--- src/rtl/dafilt_pkg.sv ---
package dafilt_pkg;

    localparam int ADDR_BYTES = 6;
    localparam int BYTE_W     = 8;
    localparam int ADDR_W     = ADDR_BYTES * BYTE_W;
    localparam int CRC_W      = 32;
    localparam int HASH_IDX_W = 6;
    localparam int HASH_REG_W = 32;
    localparam int CNT_W      = $clog2(ADDR_BYTES + 1);
    localparam logic [CRC_W-1:0] CRC_POLY = 32'hEDB8_8320;

    typedef enum logic [1:0] {
        CLS_SHORT = 2'd0,
        CLS_BCAST = 2'd1,
        CLS_HASH  = 2'd2,
        CLS_EXACT = 2'd3
    } da_class_e;

    typedef struct packed {
        logic      accept;
        logic      miss;
        da_class_e cls;
    } da_verdict_t;

    // One byte of a reflected CRC, least-significant bit first.
    function automatic logic [CRC_W-1:0] crc_step_byte(
        input logic [CRC_W-1:0]  crc_in,
        input logic [BYTE_W-1:0] data
    );
        logic [CRC_W-1:0] c;
        c = crc_in;
        for (int b = 0; b < BYTE_W; b++) begin
            if (c[0] ^ data[b]) c = (c >> 1) ^ CRC_POLY;
            else                c = c >> 1;
        end
        return c;
    endfunction

    function automatic logic hash_lookup(
        input logic [HASH_IDX_W-1:0] idx,
        input logic [HASH_REG_W-1:0] tbl0,
        input logic [HASH_REG_W-1:0] tbl1
    );
        logic [HASH_IDX_W-2:0] bitsel;
        bitsel = idx[HASH_IDX_W-2:0];
        return idx[HASH_IDX_W-1] ? tbl1[bitsel] : tbl0[bitsel];
    endfunction

endpackage

--- src/rtl/dafilt_capture.sv ---
module dafilt_capture
    import dafilt_pkg::*;
(
    input  logic              clk,
    input  logic              rst,
    input  logic              in_valid,
    input  logic              in_first,
    input  logic              in_last,
    input  logic [BYTE_W-1:0] in_data,
    output logic              store_en,
    output logic              store_first,
    output logic [ADDR_W-1:0] addr,
    output logic              done,
    output logic              short_frame
);
    logic [CNT_W-1:0] cnt;
    logic [CNT_W-1:0] slot;
    logic [CNT_W-1:0] next_cnt;
    logic             open;
    logic             store_more;

    assign store_first = in_valid && in_first;
    assign store_more  = in_valid && !in_first && open;
    assign store_en    = store_first || store_more;
    assign slot        = store_first ? '0 : cnt;
    assign next_cnt    = slot + CNT_W'(1);

    // One register per address byte; byte 0 lands in the top bits.
    for (genvar g = 0; g < ADDR_BYTES; g++) begin : g_lane
        logic [BYTE_W-1:0] lane_q;
        always_ff @(posedge clk) begin
            if (rst)                                  lane_q <= '0;
            else if (store_en && slot == CNT_W'(g))   lane_q <= in_data;
        end
        assign addr[ADDR_W-1-g*BYTE_W -: BYTE_W] = lane_q;
    end

    always_ff @(posedge clk) begin
        if (rst) begin
            cnt         <= '0;
            open        <= 1'b0;
            done        <= 1'b0;
            short_frame <= 1'b0;
        end else begin
            done        <= 1'b0;
            short_frame <= 1'b0;
            if (store_en) begin
                cnt <= next_cnt;
                if (next_cnt == CNT_W'(ADDR_BYTES)) begin
                    done <= 1'b1;
                    open <= 1'b0;
                end else if (in_last) begin
                    done        <= 1'b1;
                    short_frame <= 1'b1;
                    open        <= 1'b0;
                end else begin
                    open <= 1'b1;
                end
            end
        end
    end

    assert_cnt_bound_R1: assert property (@(posedge clk) disable iff (rst)
        cnt <= CNT_W'(ADDR_BYTES));

    assert_sixth_byte_R1: assert property (@(posedge clk) disable iff (rst)
        (store_more && cnt == CNT_W'(ADDR_BYTES - 1)) |=> (done && !short_frame));

    assert_stray_ignored_R8: assert property (@(posedge clk) disable iff (rst)
        (in_valid && !in_first && !open) |=> !done);

endmodule

--- src/rtl/dafilt_crc.sv ---
module dafilt_crc
    import dafilt_pkg::*;
(
    input  logic                  clk,
    input  logic                  rst,
    input  logic                  en,
    input  logic                  restart,
    input  logic [BYTE_W-1:0]     data,
    output logic [HASH_IDX_W-1:0] hash_idx
);
    logic [CRC_W-1:0] crc_q;
    logic [CRC_W-1:0] crc_base;

    assign crc_base = restart ? '1 : crc_q;

    always_ff @(posedge clk) begin
        if (rst)     crc_q <= '1;
        else if (en) crc_q <= crc_step_byte(crc_base, data);
    end

    // Final complement, then the top bits form the table index.
    assign hash_idx = ~crc_q[CRC_W-1 -: HASH_IDX_W];

endmodule

--- src/rtl/dafilt_classify.sv ---
module dafilt_classify
    import dafilt_pkg::*;
(
    input  logic [ADDR_W-1:0]     addr,
    input  logic [HASH_IDX_W-1:0] hash_idx,
    input  logic                  short_frame,
    input  logic [15:0]           sta_hi,
    input  logic [31:0]           sta_lo,
    input  logic [HASH_REG_W-1:0] hash0,
    input  logic [HASH_REG_W-1:0] hash1,
    input  logic                  bc_reject,
    input  logic                  hash_all,
    input  logic                  promisc,
    output da_verdict_t           verdict
);
    logic is_bcast;
    logic is_group;
    logic hash_hit;
    logic exact_hit;
    logic miss;

    assign is_bcast  = &addr;
    assign is_group  = addr[ADDR_W - BYTE_W];
    assign hash_hit  = hash_lookup(hash_idx, hash0, hash1);
    assign exact_hit = (addr == {sta_hi, sta_lo});

    always_comb begin
        if (short_frame) begin
            verdict.cls = CLS_SHORT;
            miss        = 1'b1;
        end else if (is_bcast) begin
            verdict.cls = CLS_BCAST;
            miss        = bc_reject;
        end else if (is_group || hash_all) begin
            verdict.cls = CLS_HASH;
            miss        = !hash_hit;
        end else begin
            verdict.cls = CLS_EXACT;
            miss        = !exact_hit;
        end
        verdict.miss   = miss;
        verdict.accept = !miss || promisc;
    end

endmodule

--- src/rtl/da_filter.sv ---
module da_filter
    import dafilt_pkg::*;
(
    input  logic        clk,
    input  logic        rst,
    input  logic        in_valid,
    input  logic        in_first,
    input  logic        in_last,
    input  logic [7:0]  in_data,
    input  logic [15:0] cfg_sta_hi,
    input  logic [31:0] cfg_sta_lo,
    input  logic [31:0] cfg_hash0,
    input  logic [31:0] cfg_hash1,
    input  logic        cfg_bc_reject,
    input  logic        cfg_hash_all,
    input  logic        cfg_promisc,
    output logic        dec_valid,
    output logic        dec_accept,
    output logic        dec_miss,
    output logic [1:0]  dec_class
);
    logic                  store_en;
    logic                  store_first;
    logic [ADDR_W-1:0]     addr;
    logic                  done;
    logic                  short_frame;
    logic [HASH_IDX_W-1:0] hash_idx;
    da_verdict_t           verdict;

    dafilt_capture u_capture (
        .clk         (clk),
        .rst         (rst),
        .in_valid    (in_valid),
        .in_first    (in_first),
        .in_last     (in_last),
        .in_data     (in_data),
        .store_en    (store_en),
        .store_first (store_first),
        .addr        (addr),
        .done        (done),
        .short_frame (short_frame)
    );

    dafilt_crc u_crc (
        .clk      (clk),
        .rst      (rst),
        .en       (store_en),
        .restart  (store_first),
        .data     (in_data),
        .hash_idx (hash_idx)
    );

    dafilt_classify u_classify (
        .addr        (addr),
        .hash_idx    (hash_idx),
        .short_frame (short_frame),
        .sta_hi      (cfg_sta_hi),
        .sta_lo      (cfg_sta_lo),
        .hash0       (cfg_hash0),
        .hash1       (cfg_hash1),
        .bc_reject   (cfg_bc_reject),
        .hash_all    (cfg_hash_all),
        .promisc     (cfg_promisc),
        .verdict     (verdict)
    );

    assign dec_valid  = done;
    assign dec_accept = verdict.accept;
    assign dec_miss   = verdict.miss;
    assign dec_class  = verdict.cls;

    assert_valid_follows_byte_R1: assert property (@(posedge clk) disable iff (rst)
        dec_valid |-> $past(in_valid));

    assert_short_is_miss_R2: assert property (@(posedge clk) disable iff (rst)
        (dec_valid && dec_class == CLS_SHORT) |-> dec_miss);

    assert_bcast_reject_R3: assert property (@(posedge clk) disable iff (rst)
        (dec_valid && dec_class == CLS_BCAST) |-> (dec_miss == cfg_bc_reject));

    assert_drop_on_miss_R7: assert property (@(posedge clk) disable iff (rst)
        (dec_valid && !cfg_promisc) |-> (dec_accept != dec_miss));

    assert_promisc_keeps_R7: assert property (@(posedge clk) disable iff (rst)
        (dec_valid && cfg_promisc) |-> dec_accept);

endmodule

--- config.mk ---
export PLATFORM = sky130hd
export DESIGN_NAME = da_filter
export DESIGN_NICKNAME = d
export VERILOG_FILES = /design/src/rtl/dafilt_pkg.sv /design/src/rtl/dafilt_capture.sv /design/src/rtl/dafilt_crc.sv /design/src/rtl/dafilt_classify.sv /design/src/rtl/da_filter.sv
export SDC_FILE = /design/constraint.sdc
export NUM_CORES = 1
export LEC_CHECK = 0
export BUFFER_PORTS_ARGS = -buffer_cell sky130_fd_sc_hd__buf_4
export CAP_MARGIN = 20
export CORE_MARGIN = 5
export CORE_UTILIZATION = 49
export CTS_CLUSTER_DIAMETER = 40
export DETAILED_ROUTE_END_ITERATION = 6
export PLACE_DENSITY_LB_ADDON = 0.05
export SLEW_MARGIN = 40
export SYNTH_ARGS = -nofsm -noshare
export SYNTH_HDL_FRONTEND = slang
export SYNTH_HIERARCHICAL = 1
export SYNTH_SLANG_ARGS = --single-unit
--- constraint.sdc ---
create_clock -name clk -period 2.34 [get_ports clk]
set_input_delay 0.117 -clock clk [delete_from_list [all_inputs] [get_ports clk]]
set_output_delay 0.117 -clock clk [all_outputs]
set_load 0.02 [all_outputs]
# Word level (Yosys, flattened, before mapping)
# Cells that the tools add are included.
[totals] output_inout_bits=5 regBits=86 ramBits=0 latch_bits=0 mem_bits_ro=0 n_memories=0
[op_classes] eq_ne=7 reduce_logical=20 magnitude_cmp=1 bitwise_logic=18 n_addsub=1 mul=0 muxes=39 div=0 n_shift=0
[op_table] cell="two-way mux 32 bit" count=23
[op_table] cell="NOT 13 -> 14 bit" count=8
[op_table] cell="equality test 48 bit" count=1
[op_table] cell="AND reduction 48 bit" count=1
[op_table] cell="two-way mux 1 bit" count=11
[op_table] cell="binary-select mux 1 bit (select 5 bit)" count=2
[op_table] cell="equality test 3 bit, second input constant" count=3
[op_table] cell="logical AND 1 bit" count=9
[op_table] cell="bitwise XOR 1 bit" count=8
[op_table] cell="equality test 3 x 2 -> 1 bit, second input constant" count=2
[op_table] cell="< comparator 5 x 6 -> 1 bit, second input constant" count=1
[op_table] cell="NOT 6 bit" count=1
[op_table] cell="logical NOT 1 bit" count=4
[op_table] cell="two-way mux 2 bit" count=2
[op_table] cell="adder 3 x 1 -> 3 bit, second input constant" count=1
[op_table] cell="equality test 3 x 1 -> 1 bit, second input constant" count=1
[op_table] cell="logical NOT 3 bit" count=1
[op_table] cell="logical OR 1 bit" count=3
[op_table] cell="two-way mux 3 bit" count=1
[op_table] cell="OR reduction 3 bit" count=1
[op_table] cell="OR reduction 2 bit" count=1
[op_table] cell="NOT 1 bit" count=1

# Longest topological paths before layout
# Gate-level depths: netlist (run 1).
[logic_depth] ltp_word=32 depth_mapped=11 mapped_depth_nobuf=9

# Cells and area by module
# The synthesis (run 1) kept the hierarchy.
[by_module_without_submodules] module="dafilt_crc" area_each_um2=2189.6 cells_each=261 n_inst=1 seq_area_each_um2=640.6
[by_module_without_submodules] module="dafilt_capture" area_each_um2=2148.3 cells_each=214 n_inst=1 seq_area_each_um2=1081.0
[by_module_without_submodules] module="dafilt_classify" area_each_um2=1287.5 cells_each=158 n_inst=1 seq_area_each_um2=0.0

# Worst setup path before layout (run 1)
# Ideal clock, no wire load.
[synth_path] path_kind="reg2out" startpoint="reg u_crc.crc_q[26]" endpoint="out dec_accept" t_arrival_ns=2.271 n_path_buf=1 setup_slack_ns=-0.048 required_time_ns=2.223 path_stages_with_launch=9 path_cell_list="dfxtp_1 inv_1 buf_6 mux4_2 mux2i_1 nor2_1 or4_1 and4_4 or3_1"
[synth_via] elab_chain_cells=10 word_cells_on_any_way=12
[synth_lines] item="start: declaration" line_no="dafilt_crc.sv:11" rtl="logic [CRC_W-1:0] crc_q;"
[synth_lines] item="start signal: assignment" line_no="dafilt_crc.sv:18" rtl="else if (en) crc_q <= crc_step_byte(crc_base, data);"
[synth_lines] item="NOT 6 bit *" line_no="dafilt_crc.sv:22" rtl="assign hash_idx = ~crc_q[CRC_W-1 -: HASH_IDX_W];"
[synth_lines] item="net hash_idx[0]" line_no="da_filter.sv:27" rtl="logic [HASH_IDX_W-1:0] hash_idx;"
[synth_lines] item="binary-select mux 1 bit (select 5 bit)" line_no="dafilt_pkg.sv:46" rtl="return idx[HASH_IDX_W-1] ? tbl1[bitsel] : tbl0[bitsel];"
[synth_lines] item="two-way mux 1 bit (not written as such)" line_no="dafilt_pkg.sv:46"
[synth_lines] item="two-way mux 1 bit *" line_no="dafilt_pkg.sv:46"
[synth_lines] item="logical NOT 1 bit *" line_no="dafilt_classify.sv:36" rtl="miss = !hash_hit;"
[synth_lines] item="two-way mux 1 bit *" line_no="dafilt_classify.sv:34" rtl="end else if (is_group || hash_all) begin"
[synth_lines] item="two-way mux 1 bit *" line_no="dafilt_classify.sv:31" rtl="end else if (is_bcast) begin"
[synth_lines] item="two-way mux 1 bit *" line_no="dafilt_classify.sv:28" rtl="if (short_frame) begin"
[synth_lines] item="logical NOT 1 bit *" line_no="dafilt_classify.sv:42" rtl="verdict.accept = !miss || promisc;"
[synth_lines] item="logical OR 1 bit *" line_no="dafilt_classify.sv:42"
[synth_lines] item="end: declaration" line_no="da_filter.sv:18" rtl="output logic dec_accept,"
# Mark *: on every way through the listed nets, which the timed path passes. The rest lies on a longest branch. The select of a mux whose other input is x is not followed.

# Worst setup path in the final report (run 1)
# Same ends and word-level chain as after synthesis.

==> impl_metrics.py, run 1 <==
metrics = {
    "status": {
        "status": "complete, but fails checks",
        "violations": "setup timing",
    },
    "clock_network": {
        "clkSinkCount": 86,
        "cts_max_level": 3,
        "clkLatencyLatePin_ns": 0.34,
        "cts_tree": "built",
        "clk_pin_slew_ns": 0.07,
        "clockRootBuffer": "clkbuf_16",
        "cts_max_path_buffers": 2,
        "numCtsBuffers": 9,
        "ctsHoldBuffers": 0,
    },
    "cells_and_area": {
        "nNetsFinal": 914,
        "antenna_cells": 0,
        "drive_above_1_share_pct": 28.8,
        "finalNonFillerCells": 929,
        "area_delta_synth_final_pct": 28.4,
    },
    "worst_setup_path": {
        "crit_path_end_kind": "output port",
        "critical_path_arrival_ns": 2.77,
        "crit_type": "reg -> out",
        "ff2ff_path_depth": 7,
        "crit_required_ns": 2.22,
        "worstSetupStartpointType": "register",
        "worstPathMaxFanout": 5,
        "r2r-start": "u_crc/crc_q[1]$_SDFFE_PP1P_",
        "timing.rr.end": "u_crc/crc_q[23]$_SDFFE_PP1P_",
        "reg2reg_setup_slack_ns": 0.19,
    },
    "timing": {
        "slew_viol_final": 0,
        "fmax_ghz": 0.346,
        "setup_viol": 2,
        "rsz0062_at_grt": "yes",
        "finalCriticalPeriod_ns": 2.89,
        "relSlewSlack_pct": 56.1,
        "skew_ns": 0.00579,
        "post-route-period-util_pct": 124,
        "holdWs_ns": 0.0237,
        "tightest_slew_ns": 0.657,
        "hold_violations": 0,
        "setup_slack_ns": -0.550,
        "tns_ns": -1.06,
    },
    "global_route": {
        "overflow": 0,
        "grt_max_degree": 32,
        "antenna_found_initial": 0,
        "gr-usage-all-layers_pct": 23.8,
        "grt_pass1_vias": 4858,
        "grt_pass1_wl_um": 25300,
    },
    "yosys": {
        "synth_area_um2": 5630,
        "synth_cells": 633,
        "syn-num-nets": 766,
        "yosysSeqAreaShare_pct": 30.6,
        "synth_edf_count": 0,
        "synth.area.top_cells": "dfxtp_1 31%, xnor2_1 12%, mux2i_1 10%, nand2_1 7.1%, xor2_1 6.7%",
        "yosysTopAreaCell": "dfxtp_1",
        "ys.flop_type": "dfxtp_1",
        "syn_avg_cell_area_um2": 8.89,
        "yosys.area.top_type_share_pct": 30.6,
        "ys_types": 56,
        "async_flop_share_pct": 0,
        "synth_seq_cells": 86,
        "synth-warning-count": 6,
    },
    "power": {
        "ir_drop_v": 0.000460,
        "finalPower_mw": 5.25,
        "powerDensity_nw_per_um2": 728,
        "p_leak_nw": 3.12,
    },
    "floorplan": {
        "die_w_um": 117,
        "die_h_um": 117,
        "core-area_um2": 11300,
        "floorplan.initialDensity_pct": 49.7,
        "rows": 39,
        "pin_count": 133,
        "die_area_um2": 13700,
    },
    "placement": {
        "placed_cells": 909,
        "post-place-ws_ns": -0.319,
        "io_buffers": 132,
        "place_congestion": 0.849,
        "hpwl_um": 12900,
    },
    "routing": {
        "first_iter_violations": 374,
        "ant_nets": 0,
        "routedWlPerCell_um": 17.6,
        "via_per_inst": 5.39,
        "drt_wl_total_um": 16300,
        "drc": 0,
        "vias": 5004,
        "drtPass1Iterations": 5,
    },
    "job": {
        "drv_cap": 0,
    },
    "hold_path": {
        "hold_path_class": "in -> reg",
        "whs_endpoint": "u_capture/short_frame$_SDFF_PP0_",
        "worstHoldStart": "in_last",
        "whs_path_depth": 3,
    },
}
-- layout by cell type, fill, tap and decap left out, types with 10 or more instances in the layout --
master	n
nand4_1	19
o21ai_0	16
mux2i_1	58
xor2_1	43
xnor2_1	79
nor2_1	45
inv_1	16
nor4_1	13
a21oi_1	12
nor3_1	10
buf_4	165
mux4_2	10
dfxtp_1	85
nand2_1	106
-- timing repair --
| item | CTS | global route |
|---|---|---|
| resized for setup | 10 | 2 |
| pin swaps | 5 | 2 |
| buffers inserted | 3 | 1 |
| endpoints found under the setup margin | 2 | 2 |
-- cell usage after synthesis (2+ instances only) --
master	n
nand2_1	106
dfxtp_1	86
xnor2_1	79
mux2i_1	59
nor2_1	46
xor2_1	43
nand4_1	19
inv_1	18
o21ai_0	17
nor4_1	13
a21oi_1	12
clkbuf_1	11
mux4_2	10
nor3_1	10
nand2b_1	9
a211oi_1	7
buf_2	7
nand3_1	6
buf_1	5
buf_6	5
ha_1	5
o211ai_1	5
xnor2_2	5
a31oi_1	3
buf_4	3
mux2_1	3
mux2_2	3
o211ai_4	3
o22ai_1	3
inv_2	2
nand3b_1	2
o2111ai_1	2
o21ai_1	2
or3_1	2
-- routing by layer --
metal	up-vias	global-route usage, %	part of all wire [%]
met2	179	37.9	45
met5	-	0	0
met3	19	3.91	8.4
met4	0	6.04	1.3
met1	2350	33.7	45
li1	2456	-	-
-- area by class of cell --
type	count	area, um2
well taps	143	179
clock inverters	5	38.8
multi-input cells	495	3670
repair buffers	168	1270
inverters	21	83.8
flip-flops and latches	86	1720
fillers	1009	4100
clock buffers	11	253
-- critical path, stage by stage (launching register included) --
cell and delay [ns]:
dfxtp_2 0.33, inv_4 0.08, mux4_2 0.50, mux2i_2 0.20
o21ai_1 0.09, or4_4 0.54, and4_4 0.19, or3_4 0.36
buf_6 0.14
-- cells by family after synthesis --
| kind of cell | after synthesis | share of synthesized area (%) |
|---|---|---|
| compound gates | 61 | 7.72 |
| xor+xnor | 130 | 21.8 |
| fa+ha+maj | 5 | 1.11 |
| buf+inv | 52 | 4.49 |
| flops | 86 | 30.6 |
| mux | 75 | 15.7 |
| simple gates | 224 | 18.5 |
-- power by group --
part / leakage, nW / internal [mW] / switching (mW)
logic: 2.28 / 1.14 / 1.02
clock network: 0.143 / 0.785 / 0.601
registers: 0.700 / 1.60 / 0.113
-- per-stage QoR --
step	area, um2	utilization, %
3_3_place_gp	6870	60.7
2_1_floorplan	5630	-
4_1_cts	7210	63.6
5_1_grt	7220	63.8
3_5_place_dp	6870	60.7
6_report	7220	63.8
-- worst max path at each step --
stage | slack, ns | depth (start not counted) | from | end
after floorplan | 0.0004 | 8 | u_crc/crc_q[26]$_SDFFE_PP1P_ | dec_accept
after global placement | -0.26 | 8 | u_crc/crc_q[26]$_SDFFE_PP1P_ | dec_accept
after detailed placement | -0.32 | 8 | u_crc/crc_q[26]$_SDFFE_PP1P_ | dec_accept
after CTS | -0.50 | 8 | u_crc/crc_q[26]$_SDFFE_PP1P_ | dec_accept
after global routing | -0.61 | 8 | u_crc/crc_q[26]$_SDFFE_PP1P_ | dec_accept
final | -0.55 | 8 | u_crc/crc_q[26]$_SDFFE_PP1P_ | dec_accept
-- flip-flops by register name (all words and copies together), names as in the netlist --
signal and flops:
u_capture/g_lane.lane_q 48, u_capture/done 1, u_crc/crc_q 32, u_capture/open 1, u_capture/cnt 3, u_capture/short_frame 1
(Power assumes the default switching activity.)
==> run 2, diff against run 1 <==
- CELL_PAD_IN_SITES_DETAIL_PLACEMENT: unset -> 0
- CELL_PAD_IN_SITES_GLOBAL_PLACEMENT: unset -> 1
- CORE_UTILIZATION: 49 -> 37
==> run 2 against run 1 <==
The flow still finishes with violations (setup timing). Die area up 29%. Register-to-register slack better by 0.13 ns. Critical path depth unchanged. Clock power hardly changed. Clock skew rose by 0.0045 ns. Flip-flop and latch count stayed put. Power is 1.7% higher. Worst hold slack improved by 0.043 ns. Via count shrank 0.60%. Clock-buffer cell count did not move. Worst setup slack gained 0.00051 ns. Sequential share of layout area fell by 0.37 points.
==> impl_metrics.py, run 2 (synthesis gave the netlist of run 1 again) <==
metrics = {
    "clock_network": {
        "cts_max_path_buffers": 2,
        "clockRootBuffer": "clkbuf_16",
        "clkSinkCount": 86,
        "numCtsBuffers": 9,
        "cts_max_level": 3,
        "cts_tree": "built",
        "clk_pin_slew_ns": 0.06,
        "clkLatencyLatePin_ns": 0.35,
    },
    "worst_setup_path": {
        "max_stage_delay_ns": 0.54,
        "ff2ff_path_depth": 7,
        "slowest_stage": "or4_4",
        "crit_path_end_kind": "output port",
        "crit_required_ns": 2.22,
        "crit_type": "reg -> out",
        "reg2reg_setup_slack_ns": 0.32,
        "worstPathMaxFanout": 4,
        "path_cells": "clkinvlp_4 -> mux4_2 -> mux2i_1 -> o21ai_1 -> or4_4 -> and4_4 -> or3_4 -> buf_6",
        "worstSetupStartpointType": "register",
        "critical_path_arrival_ns": 2.77,
    },
    "cells_and_area": {
        "final_common_cell": "buf_4",
        "reg.largest.list": "u_capture/g_lane.lane_q (48), u_crc/crc_q (32), u_capture/cnt (3)",
        "drive_above_1_share_pct": 29.1,
        "area_delta_synth_final_pct": 30.4,
        "top_register": "u_capture/g_lane.lane_q",
        "largest_register_ffs": 48,
        "finalNonFillerCells": 979,
        "nNetsFinal": 919,
        "antenna_cells": 0,
        "layout_common_cells": "169 x buf_4, 106 x nand2_1, 85 x dfxtp_1",
    },
    "global_route": {
        "antenna_found_initial": 0,
        "grt_pass1_wl_um": 27600,
        "gr-usage-all-layers_pct": 19.5,
        "overflow": 0,
        "grt_max_degree": 46,
        "grt_pass1_vias": 4991,
    },
    "timing": {
        "hold_violations": 0,
        "slew_viol_final": 0,
        "tns_ns": -0.926,
        "relSlewSlack_pct": 59.9,
        "setup_slack_ns": -0.550,
        "setup_viol": 2,
        "skew_ns": 0.0103,
        "finalCriticalPeriod_ns": 2.89,
        "fmax_ghz": 0.346,
        "tightest_slew_ns": 0.597,
        "holdWs_ns": 0.0664,
        "post-route-period-util_pct": 123,
        "rsz0062_at_grt": "yes",
    },
    "power": {
        "power.internal_mw": 3.55,
        "p_seq_share_pct": 31.9,
        "pwr-share-clk_pct": 26.5,
        "powerDensity_nw_per_um2": 729,
        "swShare_pct": 33.5,
        "p_sw_mw": 1.79,
        "combPwrFrac_pct": 41.6,
        "ir_drop_v": 0.000441,
        "p_leak_nw": 3.14,
        "finalPower_mw": 5.35,
    },
    "hold_path": {
        "whs_path_depth": 3,
        "hold_path_class": "in -> reg",
    },
    "floorplan": {
        "pin_count": 133,
        "core-area_um2": 15000,
        "die_h_um": 133,
        "rows": 45,
        "die_w_um": 133,
        "die_area_um2": 17800,
        "floorplan.initialDensity_pct": 37.4,
    },
    "routing": {
        "first_iter_violations": 279,
        "drt_wl_total_um": 17500,
        "drtPass1Iterations": 4,
        "routedWlPerCell_um": 17.9,
        "via_per_inst": 5.08,
        "drc": 0,
        "vias": 4974,
        "ant_nets": 0,
    },
    "placement": {
        "place_congestion": 0.864,
        "io_buffers": 132,
        "placed_cells": 961,
        "hpwl_um": 13900,
        "post-place-ws_ns": -0.352,
    },
    "job": {
        "drv_cap": 0,
    },
    "status": {
        "status": "complete, but fails checks",
        "violations": "setup timing",
    },
}
==> run 2: metal layers <==
layer / track usage (%) / vias to the layer above / wire, um
met5: 0 / - / 0
met3: 3.78 / 9 / 1030
li1: - / 2480 / -
met2: 29.7 / 145 / 7550
met1: 28.5 / 2340 / 8810
met4: 4.80 / 0 / 144
==> run 2: timing repair <==
| item | CTS | global route |
|---|---|---|
| endpoints found under the setup margin | 2 | 2 |
| buffers inserted | 1 | 1 |
| hold buffers | 0 | 0 |
| pin swaps | 4 | 1 |
| gates resized for setup | 5 | 4 |
==> run 2: worst paths after layout <==
kind,endpoint,startpoint
setup / recovery,dec_accept,u_crc/crc_q[26]$_SDFFE_PP1P_
hold / removal,u_capture/g_lane[3].lane_q[7]$_SDFFE_PP0P_,in_data[7]
setup reg to reg,u_crc/crc_q[20]$_SDFFE_PP1P_,u_crc/crc_q[6]$_SDFFE_PP1P_
hold reg to reg,u_capture/cnt[0]$_SDFFE_PP0N_,u_capture/cnt[0]$_SDFFE_PP0N_
==> run 2: stage by stage <==
step	area [um2]	utilization, %
floorplan	5630	-
global route	7330	48.8
global placement	7000	46.6
detailed placement	7000	46.6
finish	7330	48.8
CTS	7310	48.6
==> run 2: area by class of cell <==
class | count | area [um2]
repair buffers | 173 | 1330
clock inverters | 5 | 40.0
multi-input cells | 495 | 3670
clock buffers | 11 | 253
fillers | 1494 | 7700
flip-flops and latches | 86 | 1720
inverters | 21 | 85.1
well taps | 188 | 235
==> run 2: worst max-delay path, delay by kind of cell (launching register included) <==
family	cells	cell delay, ns
AND/OR/NAND/NOR	3	1.09
multiplexers	2	0.68
flip-flops	1	0.34
buffers and inverters	2	0.24
AO/OA/AOI/OAI	1	0.08
==> run 2: power by group through the flow <==
stage	logic [mW]	registers (mW)	clock network, mW
final	2.22	1.71	1.42
after global routing	2.42	1.72	1.52
after CTS	2.22	1.71	1.46
after detailed placement	2.19	1.74	0
after global placement	2.18	1.73	0
after floorplan	1.56	1.71	0
